**src/rtl/sdcmd_pkg.sv**
```systemverilog
package sdcmd_pkg;

    localparam int ADDR_W     = 4;
    localparam int DATA_W     = 32;
    localparam int IDX_W      = 6;
    localparam int CRC_W      = 7;
    localparam int FRAME_W    = 48;
    localparam int LONG_W     = 136;
    localparam int CONTENT_W  = 128;
    localparam int RSP_WORDS  = CONTENT_W / DATA_W;
    localparam int CNT_W      = $clog2(LONG_W + 1);
    localparam int TMO_W      = 16;
    localparam int STAT_W     = 16;
    localparam int MSG_W      = FRAME_W - CRC_W - 1;

    localparam logic [ADDR_W-1:0] REG_CMD  = 4'd0;
    localparam logic [ADDR_W-1:0] REG_ARG  = 4'd1;
    localparam logic [ADDR_W-1:0] REG_TMO  = 4'd2;
    localparam logic [ADDR_W-1:0] REG_RSP0 = 4'd4;
    localparam logic [ADDR_W-1:0] REG_RSP3 = 4'd7;
    localparam logic [ADDR_W-1:0] REG_STAT = 4'd8;

    localparam logic [TMO_W-1:0] TMO_RESET = 16'd64;

    localparam int CB_GO    = 15;
    localparam int CB_FAIL  = 14;
    localparam int CB_BUSY  = 11;
    localparam int CB_NORSP = 10;
    localparam int CB_LONG  = 9;
    localparam int CB_WR    = 7;
    localparam int CB_RD    = 6;

    localparam int ST_CRC7 = 4;
    localparam int ST_CTMO = 6;
    localparam int ST_BUSY = 10;
    localparam logic [STAT_W-1:0] ST_MASK =
        STAT_W'((1 << ST_CRC7) | (1 << ST_CTMO) | (1 << ST_BUSY));

    localparam logic [CNT_W-1:0] LAST_SHORT = CNT_W'(FRAME_W - 1);
    localparam logic [CNT_W-1:0] LAST_LONG  = CNT_W'(LONG_W - 1);

    typedef enum logic [1:0] {RSP_NONE, RSP_SHORT, RSP_LONG} rsp_kind_e;
    typedef enum logic [1:0] {ENG_IDLE, ENG_TX, ENG_RX, ENG_BUSY} eng_state_e;

    typedef struct packed {
        logic             busy_wait;
        logic             no_rsp;
        logic             long_rsp;
        logic             dir_wr;
        logic             dir_rd;
        logic [IDX_W-1:0] index;
    } cmd_cfg_t;

    function automatic cmd_cfg_t cfg_from_word(input logic [DATA_W-1:0] w);
        cmd_cfg_t c;
        c.busy_wait = w[CB_BUSY];
        c.no_rsp    = w[CB_NORSP];
        c.long_rsp  = w[CB_LONG];
        c.dir_wr    = w[CB_WR];
        c.dir_rd    = w[CB_RD];
        c.index     = w[IDX_W-1:0];
        return c;
    endfunction

    function automatic logic [DATA_W-1:0] cfg_to_word(input cmd_cfg_t c,
                                                      input logic go,
                                                      input logic fail);
        logic [DATA_W-1:0] w;
        w              = '0;
        w[CB_GO]       = go;
        w[CB_FAIL]     = fail;
        w[CB_BUSY]     = c.busy_wait;
        w[CB_NORSP]    = c.no_rsp;
        w[CB_LONG]     = c.long_rsp;
        w[CB_WR]       = c.dir_wr;
        w[CB_RD]       = c.dir_rd;
        w[IDX_W-1:0]   = c.index;
        return w;
    endfunction

    function automatic rsp_kind_e kind_of(input cmd_cfg_t c);
        if (c.no_rsp)
            return RSP_NONE;
        else if (c.long_rsp)
            return RSP_LONG;
        return RSP_SHORT;
    endfunction

    function automatic logic [CRC_W-1:0] crc7_of(input logic [MSG_W-1:0] m);
        logic [CRC_W-1:0] r;
        logic             fb;
        r = '0;
        for (int i = MSG_W - 1; i >= 0; i--) begin
            fb = r[CRC_W-1] ^ m[i];
            r  = {r[CRC_W-2:0], 1'b0};
            if (fb)
                r = r ^ 7'h09;
        end
        return r;
    endfunction

    function automatic logic crc_checked(input logic [IDX_W-1:0] idx);
        return (idx != 6'd1) && (idx != 6'd41);
    endfunction

    function automatic logic [FRAME_W-1:0] build_frame(input logic [IDX_W-1:0] idx,
                                                       input logic [DATA_W-1:0] arg);
        logic [MSG_W-1:0] m;
        m = {2'b01, idx, arg};
        return {m, crc7_of(m), 1'b1};
    endfunction

endpackage

```
**src/rtl/sdcmd_tx.sv**
```systemverilog
module sdcmd_tx
    import sdcmd_pkg::*;
(
    input  logic               clk,
    input  logic               rst,
    input  logic               tick,
    input  logic               start,
    input  logic [FRAME_W-1:0] frame,
    output logic               line_out,
    output logic               line_oe,
    output logic               done
);
    localparam logic [CNT_W-1:0] LAST_BIT = CNT_W'(FRAME_W - 1);

    logic [FRAME_W-1:0] shreg_q;
    logic [CNT_W-1:0]   cnt_q;
    logic               active_q;

    always_ff @(posedge clk) begin
        if (rst) begin
            shreg_q  <= '0;
            cnt_q    <= '0;
            active_q <= 1'b0;
            done     <= 1'b0;
        end else begin
            done <= 1'b0;
            if (start) begin
                shreg_q  <= frame;
                cnt_q    <= '0;
                active_q <= 1'b1;
            end else if (active_q && tick) begin
                if (cnt_q == LAST_BIT) begin
                    active_q <= 1'b0;
                    done     <= 1'b1;
                end else begin
                    shreg_q <= {shreg_q[FRAME_W-2:0], 1'b0};
                    cnt_q   <= cnt_q + 1'b1;
                end
            end
        end
    end

    assign line_out = active_q ? shreg_q[FRAME_W-1] : 1'b1;
    assign line_oe  = active_q;
endmodule

```
**src/rtl/sdcmd_rx.sv**
```systemverilog
module sdcmd_rx
    import sdcmd_pkg::*;
(
    input  logic                 clk,
    input  logic                 rst,
    input  logic                 tick,
    input  logic                 start,
    input  logic                 long_mode,
    input  logic [TMO_W-1:0]     limit,
    input  logic                 line_in,
    output logic                 done,
    output logic                 timed_out,
    output logic [CONTENT_W-1:0] data
);
    typedef enum logic [1:0] {RX_IDLE, RX_HUNT, RX_CAPT} rx_state_e;

    rx_state_e          state_q;
    logic [TMO_W-1:0]   wait_q;
    logic [CNT_W-1:0]   bit_q;
    logic [CNT_W-1:0]   last_bit;

    assign last_bit = long_mode ? LAST_LONG : LAST_SHORT;

    always_ff @(posedge clk) begin
        if (rst) begin
            state_q   <= RX_IDLE;
            wait_q    <= '0;
            bit_q     <= '0;
            data      <= '0;
            done      <= 1'b0;
            timed_out <= 1'b0;
        end else begin
            done      <= 1'b0;
            timed_out <= 1'b0;
            unique case (state_q)
                RX_IDLE: begin
                    if (start) begin
                        state_q <= RX_HUNT;
                        wait_q  <= '0;
                        data    <= '0;
                    end
                end
                RX_HUNT: begin
                    if (tick) begin
                        if (!line_in) begin
                            state_q <= RX_CAPT;
                            bit_q   <= CNT_W'(1);
                            data    <= {data[CONTENT_W-2:0], line_in};
                        end else if (wait_q == limit - TMO_W'(1)) begin
                            state_q   <= RX_IDLE;
                            done      <= 1'b1;
                            timed_out <= 1'b1;
                        end else begin
                            wait_q <= wait_q + 1'b1;
                        end
                    end
                end
                RX_CAPT: begin
                    if (tick) begin
                        data  <= {data[CONTENT_W-2:0], line_in};
                        bit_q <= bit_q + 1'b1;
                        if (bit_q == last_bit) begin
                            state_q <= RX_IDLE;
                            done    <= 1'b1;
                        end
                    end
                end
                default: state_q <= RX_IDLE;
            endcase
        end
    end
endmodule

```
**src/rtl/sdcmd_status.sv**
```systemverilog
module sdcmd_status
    import sdcmd_pkg::*;
(
    input  logic              clk,
    input  logic              rst,
    input  logic              clr_en,
    input  logic [STAT_W-1:0] clr_mask,
    input  logic [STAT_W-1:0] set_vec,
    output logic [STAT_W-1:0] stat
);
    always_ff @(posedge clk) begin
        if (rst)
            stat <= '0;
        else
            stat <= ((stat & ~(clr_en ? clr_mask : '0)) | set_vec) & ST_MASK;
    end
endmodule

```
**src/rtl/sdcmd_engine.sv**
```systemverilog
module sdcmd_engine
    import sdcmd_pkg::*;
(
    input  logic              clk,
    input  logic              rst,
    input  logic              reg_wr_en,
    input  logic [ADDR_W-1:0] reg_addr,
    input  logic [DATA_W-1:0] reg_wdata,
    output logic [DATA_W-1:0] reg_rdata,
    input  logic              sd_tick,
    output logic              cmd_out,
    output logic              cmd_oe,
    input  logic              cmd_in,
    input  logic              busy_release
);
    eng_state_e   state_q, state_d;
    cmd_cfg_t     cfg_q;
    logic         go_q, failed_q;
    logic [DATA_W-1:0] arg_q;
    logic [TMO_W-1:0]  tmo_q;
    logic [RSP_WORDS-1:0][DATA_W-1:0] rsp_q;

    logic cmd_wr, cmd_accept, tx_start, tx_done;
    logic rx_start, rx_done, rx_tmo;
    logic [CONTENT_W-1:0] rx_data;
    logic finish, fail_now, load_short, load_long;
    logic set_crc, set_tmo, set_busy, crc_bad;
    logic [STAT_W-1:0] stat_q, set_vec;
    rsp_kind_e kind;

    assign cmd_wr     = reg_wr_en && (reg_addr == REG_CMD);
    assign cmd_accept = cmd_wr && !go_q;
    assign tx_start   = cmd_accept && reg_wdata[CB_GO];
    assign kind       = kind_of(cfg_q);
    assign crc_bad    = crc_checked(cfg_q.index) &&
                        (crc7_of(rx_data[FRAME_W-1:CRC_W+1]) != rx_data[CRC_W:1]);

    sdcmd_tx u_tx (
        .clk      (clk),
        .rst      (rst),
        .tick     (sd_tick),
        .start    (tx_start),
        .frame    (build_frame(cfg_from_word(reg_wdata).index, arg_q)),
        .line_out (cmd_out),
        .line_oe  (cmd_oe),
        .done     (tx_done)
    );

    sdcmd_rx u_rx (
        .clk       (clk),
        .rst       (rst),
        .tick      (sd_tick),
        .start     (rx_start),
        .long_mode (kind == RSP_LONG),
        .limit     (tmo_q),
        .line_in   (cmd_in),
        .done      (rx_done),
        .timed_out (rx_tmo),
        .data      (rx_data)
    );

    always_comb begin
        set_vec          = '0;
        set_vec[ST_CRC7] = set_crc;
        set_vec[ST_CTMO] = set_tmo;
        set_vec[ST_BUSY] = set_busy;
    end

    sdcmd_status u_status (
        .clk      (clk),
        .rst      (rst),
        .clr_en   (reg_wr_en && (reg_addr == REG_STAT)),
        .clr_mask (reg_wdata[STAT_W-1:0]),
        .set_vec  (set_vec),
        .stat     (stat_q)
    );

    always_comb begin
        state_d    = state_q;
        finish     = 1'b0;
        fail_now   = 1'b0;
        rx_start   = 1'b0;
        load_short = 1'b0;
        load_long  = 1'b0;
        set_crc    = 1'b0;
        set_tmo    = 1'b0;
        set_busy   = 1'b0;
        unique case (state_q)
            ENG_IDLE: begin
                if (tx_start)
                    state_d = ENG_TX;
            end
            ENG_TX: begin
                if (tx_done) begin
                    if (kind == RSP_NONE) begin
                        finish = 1'b1;
                    end else begin
                        rx_start = 1'b1;
                        state_d  = ENG_RX;
                    end
                end
            end
            ENG_RX: begin
                if (rx_done) begin
                    if (rx_tmo) begin
                        set_tmo  = 1'b1;
                        fail_now = 1'b1;
                        finish   = 1'b1;
                    end else if (kind == RSP_LONG) begin
                        load_long = 1'b1;
                        finish    = 1'b1;
                    end else begin
                        load_short = 1'b1;
                        if (crc_bad) begin
                            set_crc  = 1'b1;
                            fail_now = 1'b1;
                            finish   = 1'b1;
                        end else if (cfg_q.busy_wait) begin
                            state_d = ENG_BUSY;
                        end else begin
                            finish = 1'b1;
                        end
                    end
                end
            end
            ENG_BUSY: begin
                if (busy_release) begin
                    set_busy = 1'b1;
                    finish   = 1'b1;
                end
            end
            default: state_d = ENG_IDLE;
        endcase
        if (finish)
            state_d = ENG_IDLE;
    end

    always_ff @(posedge clk) begin
        if (rst) begin
            state_q  <= ENG_IDLE;
            cfg_q    <= '0;
            go_q     <= 1'b0;
            failed_q <= 1'b0;
            arg_q    <= '0;
            tmo_q    <= TMO_RESET;
            rsp_q    <= '0;
        end else begin
            state_q <= state_d;
            if (cmd_accept) begin
                cfg_q    <= cfg_from_word(reg_wdata);
                go_q     <= reg_wdata[CB_GO];
                failed_q <= 1'b0;
            end
            if (finish) begin
                go_q     <= 1'b0;
                failed_q <= fail_now;
            end
            if (reg_wr_en && (reg_addr == REG_ARG))
                arg_q <= reg_wdata;
            if (reg_wr_en && (reg_addr == REG_TMO))
                tmo_q <= reg_wdata[TMO_W-1:0];
            if (load_short)
                rsp_q[0] <= rx_data[FRAME_W-IDX_W-3:CRC_W+1];
            if (load_long) begin
                for (int i = 0; i < RSP_WORDS; i++)
                    rsp_q[i] <= rx_data[DATA_W*i +: DATA_W];
            end
        end
    end

    always_comb begin
        reg_rdata = '0;
        if (reg_addr == REG_CMD)
            reg_rdata = cfg_to_word(cfg_q, go_q, failed_q);
        else if (reg_addr == REG_ARG)
            reg_rdata = arg_q;
        else if (reg_addr == REG_TMO)
            reg_rdata = DATA_W'(tmo_q);
        else if (reg_addr == REG_STAT)
            reg_rdata = DATA_W'(stat_q);
        else if ((reg_addr >= REG_RSP0) && (reg_addr <= REG_RSP3))
            reg_rdata = rsp_q[reg_addr[1:0]];
    end
endmodule

```
**config.mk**
```make
export PLATFORM = sky130hd
export DESIGN_NAME = sdcmd_engine
export DESIGN_NICKNAME = d
export VERILOG_FILES = /design/src/rtl/sdcmd_pkg.sv /design/src/rtl/sdcmd_tx.sv /design/src/rtl/sdcmd_rx.sv /design/src/rtl/sdcmd_status.sv /design/src/rtl/sdcmd_engine.sv
export SDC_FILE = /design/constraint.sdc
export NUM_CORES = 1
export LEC_CHECK = 0
export ABC_AREA = 1
export BUFFER_PORTS_ARGS = -buffer_cell sky130_fd_sc_hd__buf_4
export CORE_MARGIN = 2
export CORE_UTILIZATION = 45
export CTS_BUF_LIST = sky130_fd_sc_hd__clkbuf_16
export CTS_CLUSTER_SIZE = 16
export DETAILED_ROUTE_END_ITERATION = 10
export GPL_TIMING_DRIVEN = 1
export PLACE_DENSITY_LB_ADDON = 0.15
export SYNTH_ARGS = -nofsm -noshare
export SYNTH_HDL_FRONTEND = slang
export SYNTH_SLANG_ARGS = --single-unit
export TNS_END_PERCENT = 50
```
**constraint.sdc**
```tcl
create_clock -name clk -period 6 [get_ports clk]
set_input_delay 0.9 -clock clk [delete_from_list [all_inputs] [get_ports clk]]
set_output_delay 0.9 -clock clk [all_outputs]
set_load 0.01 [all_outputs]
```
# --- Word-level counts from Yosys, hierarchy flattened ---
# Index checks and enable logic that the tools add are counted.
# W data, S select, Z words.
word_totals:
  reg_bits: 408
  input_bits: 42
  out_inout_bits: 34
  elab_cells: 431
classes:
  add_sub_neg: 4
  magnitude_cmp: 3
  n_eq_ne: 32
  muxes: 172
  bitwise: 158
  reduce_logical: 35
op_table:
  columns: ["operator", "n"]
  rows:
  - ["$mux W128", 4]
  - ["$pmux W128 S3", 1]
  - ["$mux W4", 78]
  - ["$mux W32", 8]
  - ["$not A2 Y2", 76]
  - ["$mux W47", 3]
  - ["$xor A1 B1 Y1", 70]
  - ["$bmux W32 S2", 1]
  - ["$mux W16", 4]
  - ["$mux W1", 45]
  - ["$mux W2", 17]
  - ["$mux W8", 4]
  - ["$pmux W16 S2", 1]
  - ["$ne A2 B2 Y1 const B", 13]
  - ["$add A16 B1 Y16 const B", 1]
  - ["$add A8 B1 Y8 const B", 2]
  - ["$eq A16 B16 Y1", 1]
  - ["$pmux W8 S2", 1]
  - ["$sub A16 B1 Y16 const B", 1]
  - ["$reduce_and A5 Y1", 3]
  - ["$pmux W2 S3", 2]
  - ["$reduce_bool A2 Y1", 6]
  - ["$and A11 B11 Y11", 1]
  - ["$mux W11", 1]
  - ["other kinds (31)", 60]

# --- Logic depth before layout (Yosys ltp) ---
depth:
  depth_word: 87
  depth_mapped: 38
  depth_no_buf: 38

# --- By module ---
# Synthesis repeated with hierarchy kept, for this count alone.
hier_totals:
  cells_unflattened: 3074
  hier_area_um2: 20826.2
by_module_without_submodules:
  columns: ["module", "instances", "cells_per_inst", "area_each_um2", "seq_area_each_um2"]
  rows:
  - ["sdcmd_engine", 1, 1639, 10590.2, 3823.7]
  - ["sdcmd_rx", 1, 951, 7071.8, 3123.0]
  - ["sdcmd_tx", 1, 455, 2954.1, 1161.1]
  - ["sdcmd_status", 1, 29, 210.2, 60.1]

# --- Least setup slack after synthesis ---
# OpenSTA, ideal clock, no wires.
synth_timing:
  kind: "in2reg"
  from: "input reg_wdata[3]"
  to: "register u_tx.shreg_q[4]"
  arrival_ps: 3379
  slack_ps: 2490
  stages: 15
  n_path_buf: 0
  cell_sequence: "xor2_1 xor2_1 xnor2_1 xor2_1 xor2_1 xor2_1 xor2_1 xor2_1 xor2_1 xnor2_1 inv_1 nand2_1 nand3_1 nand2_1 a21oi_2"
synth_via:
  elab_chain_len: 33
  elab_cells_between_ends: 73
  cone_classes: "37 x mux; 36 x bitwise"
synth_rtl:
  columns: ["element", "line_no", "rtl"]
  rows:
  - ["start: declaration", "sdcmd_engine.sv:8", "input logic [DATA_W-1:0] reg_wdata,"]
  - ["$xor A1 B1 Y1 (*)", "sdcmd_pkg.sv:94", "fb = r[CRC_W-1] ^ m[i];"]
  - ["$mux W4 (*)", "sdcmd_pkg.sv:96", "if (fb)"]
  - ["$xor A1 B1 Y1 / $mux W4 (equally long branches)", "sdcmd_pkg.sv:94, sdcmd_pkg.sv:96", null]
  - ["$mux W4", "sdcmd_pkg.sv:96", null]
  - ["$mux W4 / $not A2 Y2 (equally long branches)", null, null]
  - ["$mux W4", "sdcmd_pkg.sv:96", null]
  - ["$not A2 Y2 (no source line) / $xor A1 B1 Y1 (equally long branches)", null, null]
  - ["$mux W4", "sdcmd_pkg.sv:96", null]
  - ["(+17 left out)", null, null]
  - ["$mux W4", "sdcmd_pkg.sv:96", null]
  - ["$xor A1 B1 Y1 / $mux W4 (equally long branches)", "sdcmd_pkg.sv:94, sdcmd_pkg.sv:96", null]
  - ["$mux W4", "sdcmd_pkg.sv:96", null]
  - ["$mux W4 / $not A2 Y2 (equally long branches)", null, null]
  - ["$mux W4", "sdcmd_pkg.sv:96", null]
  - ["$not A2 Y2 (no source line) / $xor A1 B1 Y1 (equally long branches)", null, null]
  - ["$mux W4 (*)", "sdcmd_pkg.sv:96", null]
  - ["$mux W47 (*)", "sdcmd_tx.sv:27", "if (start) begin"]
  - ["end signal: assignment", "sdcmd_tx.sv:28", "shreg_q <= frame;"]
  - ["end signal: assignment", "sdcmd_tx.sv:36", "shreg_q <= {shreg_q[FRAME_W-2:0], 1'b0};"]
  - ["end: declaration", "sdcmd_tx.sv:15", "logic [FRAME_W-1:0] shreg_q;"]
# Mark *: on every way between the ends. The rest lies on a longest branch, timed or not.
# A chain may end at the register's enable or synchronous reset.

# --- Worst setup path in the final report ---
layout_timing:
  from: "input reg_addr[0]"
  to: "output reg_rdata[0]"
layout_via:
  elab_chain_len: 7
  elab_cells_between_ends: 14
  cone_classes: "2 x order compare; 3 x eq/ne; 7 x mux; 2 x reduce/logical"
layout_rtl:
  columns: ["element", "line_no", "rtl"]
  rows:
  - ["start: declaration", "sdcmd_engine.sv:7", "input logic [ADDR_W-1:0] reg_addr,"]
  - ["$ge A4 B3 Y1, or another cell as far along", "sdcmd_engine.sv:181", "else if ((reg_addr >= REG_RSP0) && (reg_addr <= REG_RSP3))"]
  - ["$logic_and A1 B1 Y1 / $mux W32 (equally long branches)", "sdcmd_engine.sv:181, sdcmd_engine.sv:182", null]
  - ["$mux W32", "sdcmd_engine.sv:181", null]
  - ["$mux W32", "sdcmd_engine.sv:179", "else if (reg_addr == REG_STAT)"]
  - ["$mux W32", "sdcmd_engine.sv:177", "else if (reg_addr == REG_TMO)"]
  - ["$mux W32", "sdcmd_engine.sv:175", "else if (reg_addr == REG_ARG)"]
  - ["$mux W32 (*)", "sdcmd_engine.sv:173", "if (reg_addr == REG_CMD)"]
  - ["end: declaration", "sdcmd_engine.sv:9", "output logic [DATA_W-1:0] reg_rdata,"]
# Mark *: on every way between the ends. The rest lies on a longest branch, timed or not. The select of a mux whose other input is x is not followed.

==> results.py <==
metrics = {
    "run_status": {
        "status": "complete, no violations",
    },
    "die": {
        "die_height_um": 214,
        "die_x_um": 214,
        "initial_core_util_pct": 45.3,
        "core_um2": 43900,
        "io_pins": 76,
        "core.rowCount": 77,
        "dieArea_um2": 45900,
    },
    "sta": {
        "setup_viol": 0,
        "tightest_slew_ps": 1150,
        "setup_tns_ps": 0,
        "period_needed_ps": 4480,
        "fin_skew_ps": 16.1,
        "hold_viol": 0,
        "fmax_ghz": 0.223,
        "rsz0062_at_grt": "no",
        "period_share_pct": 74.7,
        "slew_headroom_pct": 23.4,
        "slew_viol_final": 0,
    },
    "run": {
        "drv_cap": 0,
    },
    "detailed_routing": {
        "routed_wl_um": 57500,
        "vias": 18800,
        "first_iter_violations": 1759,
        "detail_route.wl_per_cell_um": 16.4,
        "postRouteAntennaNets": 0,
        "vias_per_cell": 5.36,
        "route.detailed.drc": 0,
        "first_pass_iters": 8,
    },
    "synthesis": {
        "synth_top_area_share_pct": 41.0,
        "synth_warnings": 0,
        "synth-edff-count": 0,
        "synth-seq-cells": 408,
        "synthCells": 2906,
        "async_reset_ff_share_pct": 0,
        "synth_cell_type_count": 39,
        "synth_ff_type": "dfxtp_1",
        "ys_top_cells_by_count": "490 x nand2_1, 450 x o21ai_0, 408 x dfxtp_1",
        "yosysMostFrequentCell": "nand2_1",
        "synthTopCellsByArea": "dfxtp_1 41%, o21ai_0 11%, a21oi_1 9.5%, nand2_1 9.2%, inv_1 7.4%",
        "synth-seq-area-share_pct": 41.0,
        "synth_area_um2": 19900,
        "synthesis.nets": 2961,
        "yosys.area.top_type": "dfxtp_1",
        "syn_area_per_cell_um2": 6.85,
    },
    "clocking": {
        "htreeDepth": 2,
        "clkTransAtPathRegs_ps": 60,
        "cts_tree": "done",
        "clk_latency_ps": 580,
        "cts-resized-gates": 0,
        "root_buffer": "clkbuf_16",
        "cts_setup_buffers": 0,
        "cts_buffer_depth": 3,
        "cts_hold_buf": 0,
        "cts_made_buffers": 45,
        "numClockSinks": 408,
    },
    "grt": {
        "gr-total-overflow": 0,
        "grt_busiest_layer": "met2",
        "grt_max_degree": 255,
        "met3_usage_pct": 3.97,
        "grt_use_met2_pct": 40.3,
        "grtUsageMet1_pct": 33.5,
        "grt_use_total_pct": 24.5,
        "grt_pass1_vias": 17500,
        "grt_antenna_before_repair": 0,
        "grt_first_pass_wirelength_um": 92300,
    },
    "power": {
        "clkPwrFrac_pct": 26.9,
        "p_leak_uw": 0.00845,
        "ir_drop_uv": 342,
        "internal_power_uw": 5890,
        "p_sw_uw": 4220,
        "combPwrFrac_pct": 43.3,
        "finalPower_uw": 10100,
        "swShare_pct": 41.7,
        "powerDensity_nw_per_um2": 455,
        "seq_power_share_pct": 29.7,
    },
    "placed_design": {
        "hpwl_um": 39500,
        "place_congestion": 0.972,
        "postPlaceCellArea_um2": 20800,
        "port_buffers": 75,
    },
    "cells_and_area": {
        "final_nets": 2929,
        "nFillCells": 4460,
        "drive_gt1_share_pct": 5.88,
        "diodes": 0,
        "fin_area_um2": 22200,
        "area_growth_pct": 11.6,
    },
    "critical_path": {
        "crit_family": "buffers and inverters",
        "cp_common_cell": "inv_1",
        "r2r_start": "u_rx.data[44]",
        "worstReg2RegEnd": "state_q[1]",
        "crit_chain": "buf_4 -> inv_1 -> nor2_2 -> inv_1 -> nor2_1 -> inv_1 -> o221ai_1 -> buf_4",
        "cp-end-kind": "output port",
        "reg2reg_slack_ps": 2020,
        "cpMaxStageDelayCell": "inv_1",
        "crit_arrival_ps": 3580,
        "r2r_cells": 33,
        "worstPathMaxFanout": 59,
        "slowest_delay_ps": 520,
        "start_kind": "input pin",
        "cp.buffers_inverters": 5,
        "crit_type": "input pin to output port",
        "required_ps": 5100,
    },
    "worst_hold_path": {
        "hold_start": "rsp_q[75]",
        "holdPathStages": 2,
        "hold_end": "rsp_q[75]",
        "hold_path_class": "flop to flop",
    },
}
-- flip-flops by register name, summed over array words and instances (netlist names), 11 cells and up --
name	cells
arg_q	32
u_tx.shreg_q	48
u_rx.data	128
rsp_q	128
cfg_q	11
u_rx.wait_q	16
tmo_q	16
-- placed cells by master, fill, tap and decap left out, types with 3 or more instances in the layout --
cell type / synthesis / layout
nand2_1: 490 / 489
o21ai_0: 450 / 450
dfxtp_1: 408 / 408
inv_1: 390 / 400
a21oi_1: 379 / 379
nor2_1: 194 / 189
nand3_1: 125 / 125
buf_4: 1 / 92
xor2_1: 65 / 65
clkbuf_16: 0 / 47
a22oi_1: 40 / 40
a31oi_1: 35 / 35
xnor2_1: 27 / 27
nor3_1: 22 / 22
nand4_1: 13 / 13
nor3b_1: 13 / 13
ha_1: 13 / 13
clkinv_1: 3 / 11
o221ai_1: 9 / 9
o211ai_1: 7 / 7
nor4_1: 7 / 7
clkinv_2: 0 / 6
or2_2: 5 / 5
nor2_2: 0 / 4
o2111ai_1: 4 / 4
o22ai_1: 4 / 4
o21a_1: 4 / 4
a211oi_1: 4 / 4
bufinv_16: 0 / 4
o31ai_1: 3 / 3
o21bai_1: 3 / 3
-- power groups by stage --
| stage | combinational, µW | clock [µW] | sequential (µW) |
|---|---|---|---|
| 6_report | 4380 | 2720 | 3000 |
| 3_3_place_gp | 4190 | 0 | 3060 |
| 2_1_floorplan | 3460 | 0 | 3010 |
| 5_1_grt | 5090 | 2870 | 3020 |
| 4_1_cts | 4350 | 2780 | 3000 |
| 3_5_place_dp | 4320 | 0 | 3060 |
-- through the flow --
step	std cells	setup slack [ps]	hold WS, ps	util (%)
2_1_floorplan	2906	2490	420	-
3_3_place_gp	3419	1400	430	47.3
3_5_place_dp	3419	1260	433	47.3
4_1_cts	3500	1600	442	50.5
5_1_grt	3500	1250	453	50.5
6_report	3500	1520	438	50.5
-- logic make-up after synthesis --
group,count (synthesis),synth area share (%)
buffers and inverters,566,10.7
AND/OR/NAND/NOR,875,18.1
adder cells (fa/ha/maj),13,0.817
XOR/XNOR,92,4.05
AO/OA/AOI/OAI,952,25.3
flip-flops,408,41.0
-- final cells by class --
| type | instances | area [µm²] | area share, % |
|---|---|---|---|
| Tap cell | 592 | 741 | 3.34 |
| Multi-Input combinational cell | 1932 | 9640 | 43.4 |
| Sequential cell | 408 | 8170 | 36.8 |
| Inverter | 393 | 1480 | 6.68 |
| Clock buffer | 47 | 1180 | 5.30 |
| Timing Repair Buffer | 94 | 731 | 3.29 |
| Clock inverter | 34 | 263 | 1.18 |
-- how the worst max path moves through the flow --
stage,from,to,slack [ps],depth (start not counted)
2_1_floorplan,reg_wdata[3],u_tx.shreg_q[4],2490,15
3_3_place_gp,reg_addr[0],u_tx.shreg_q[41],1400,16
3_5_place_dp,reg_addr[0],u_tx.shreg_q[45],1260,16
4_1_cts,reg_addr[0],reg_rdata[0],1600,8
5_1_grt,reg_addr[0],reg_rdata[0],1250,8
6_report,reg_addr[0],reg_rdata[0],1520,8
-- worst reg2reg max path, delay by kind of cell (launching register included) --
family / cells / cell delay (ps)
and+or+nand+nor: 30 / 2970
buffers and inverters: 2 / 230
AOI/OAI and AO/OA: 1 / 190
DFF: 1 / 460
-- per-layer routing --
layer / vias up / wire (µm)
li1: 9492 / -
met1: 8751 / 26800
met2: 448 / 26400
met3: 68 / 3210
met4: 0 / 1090
met5: - / 0
No activity file was read; power rests on OpenSTA's default activity.
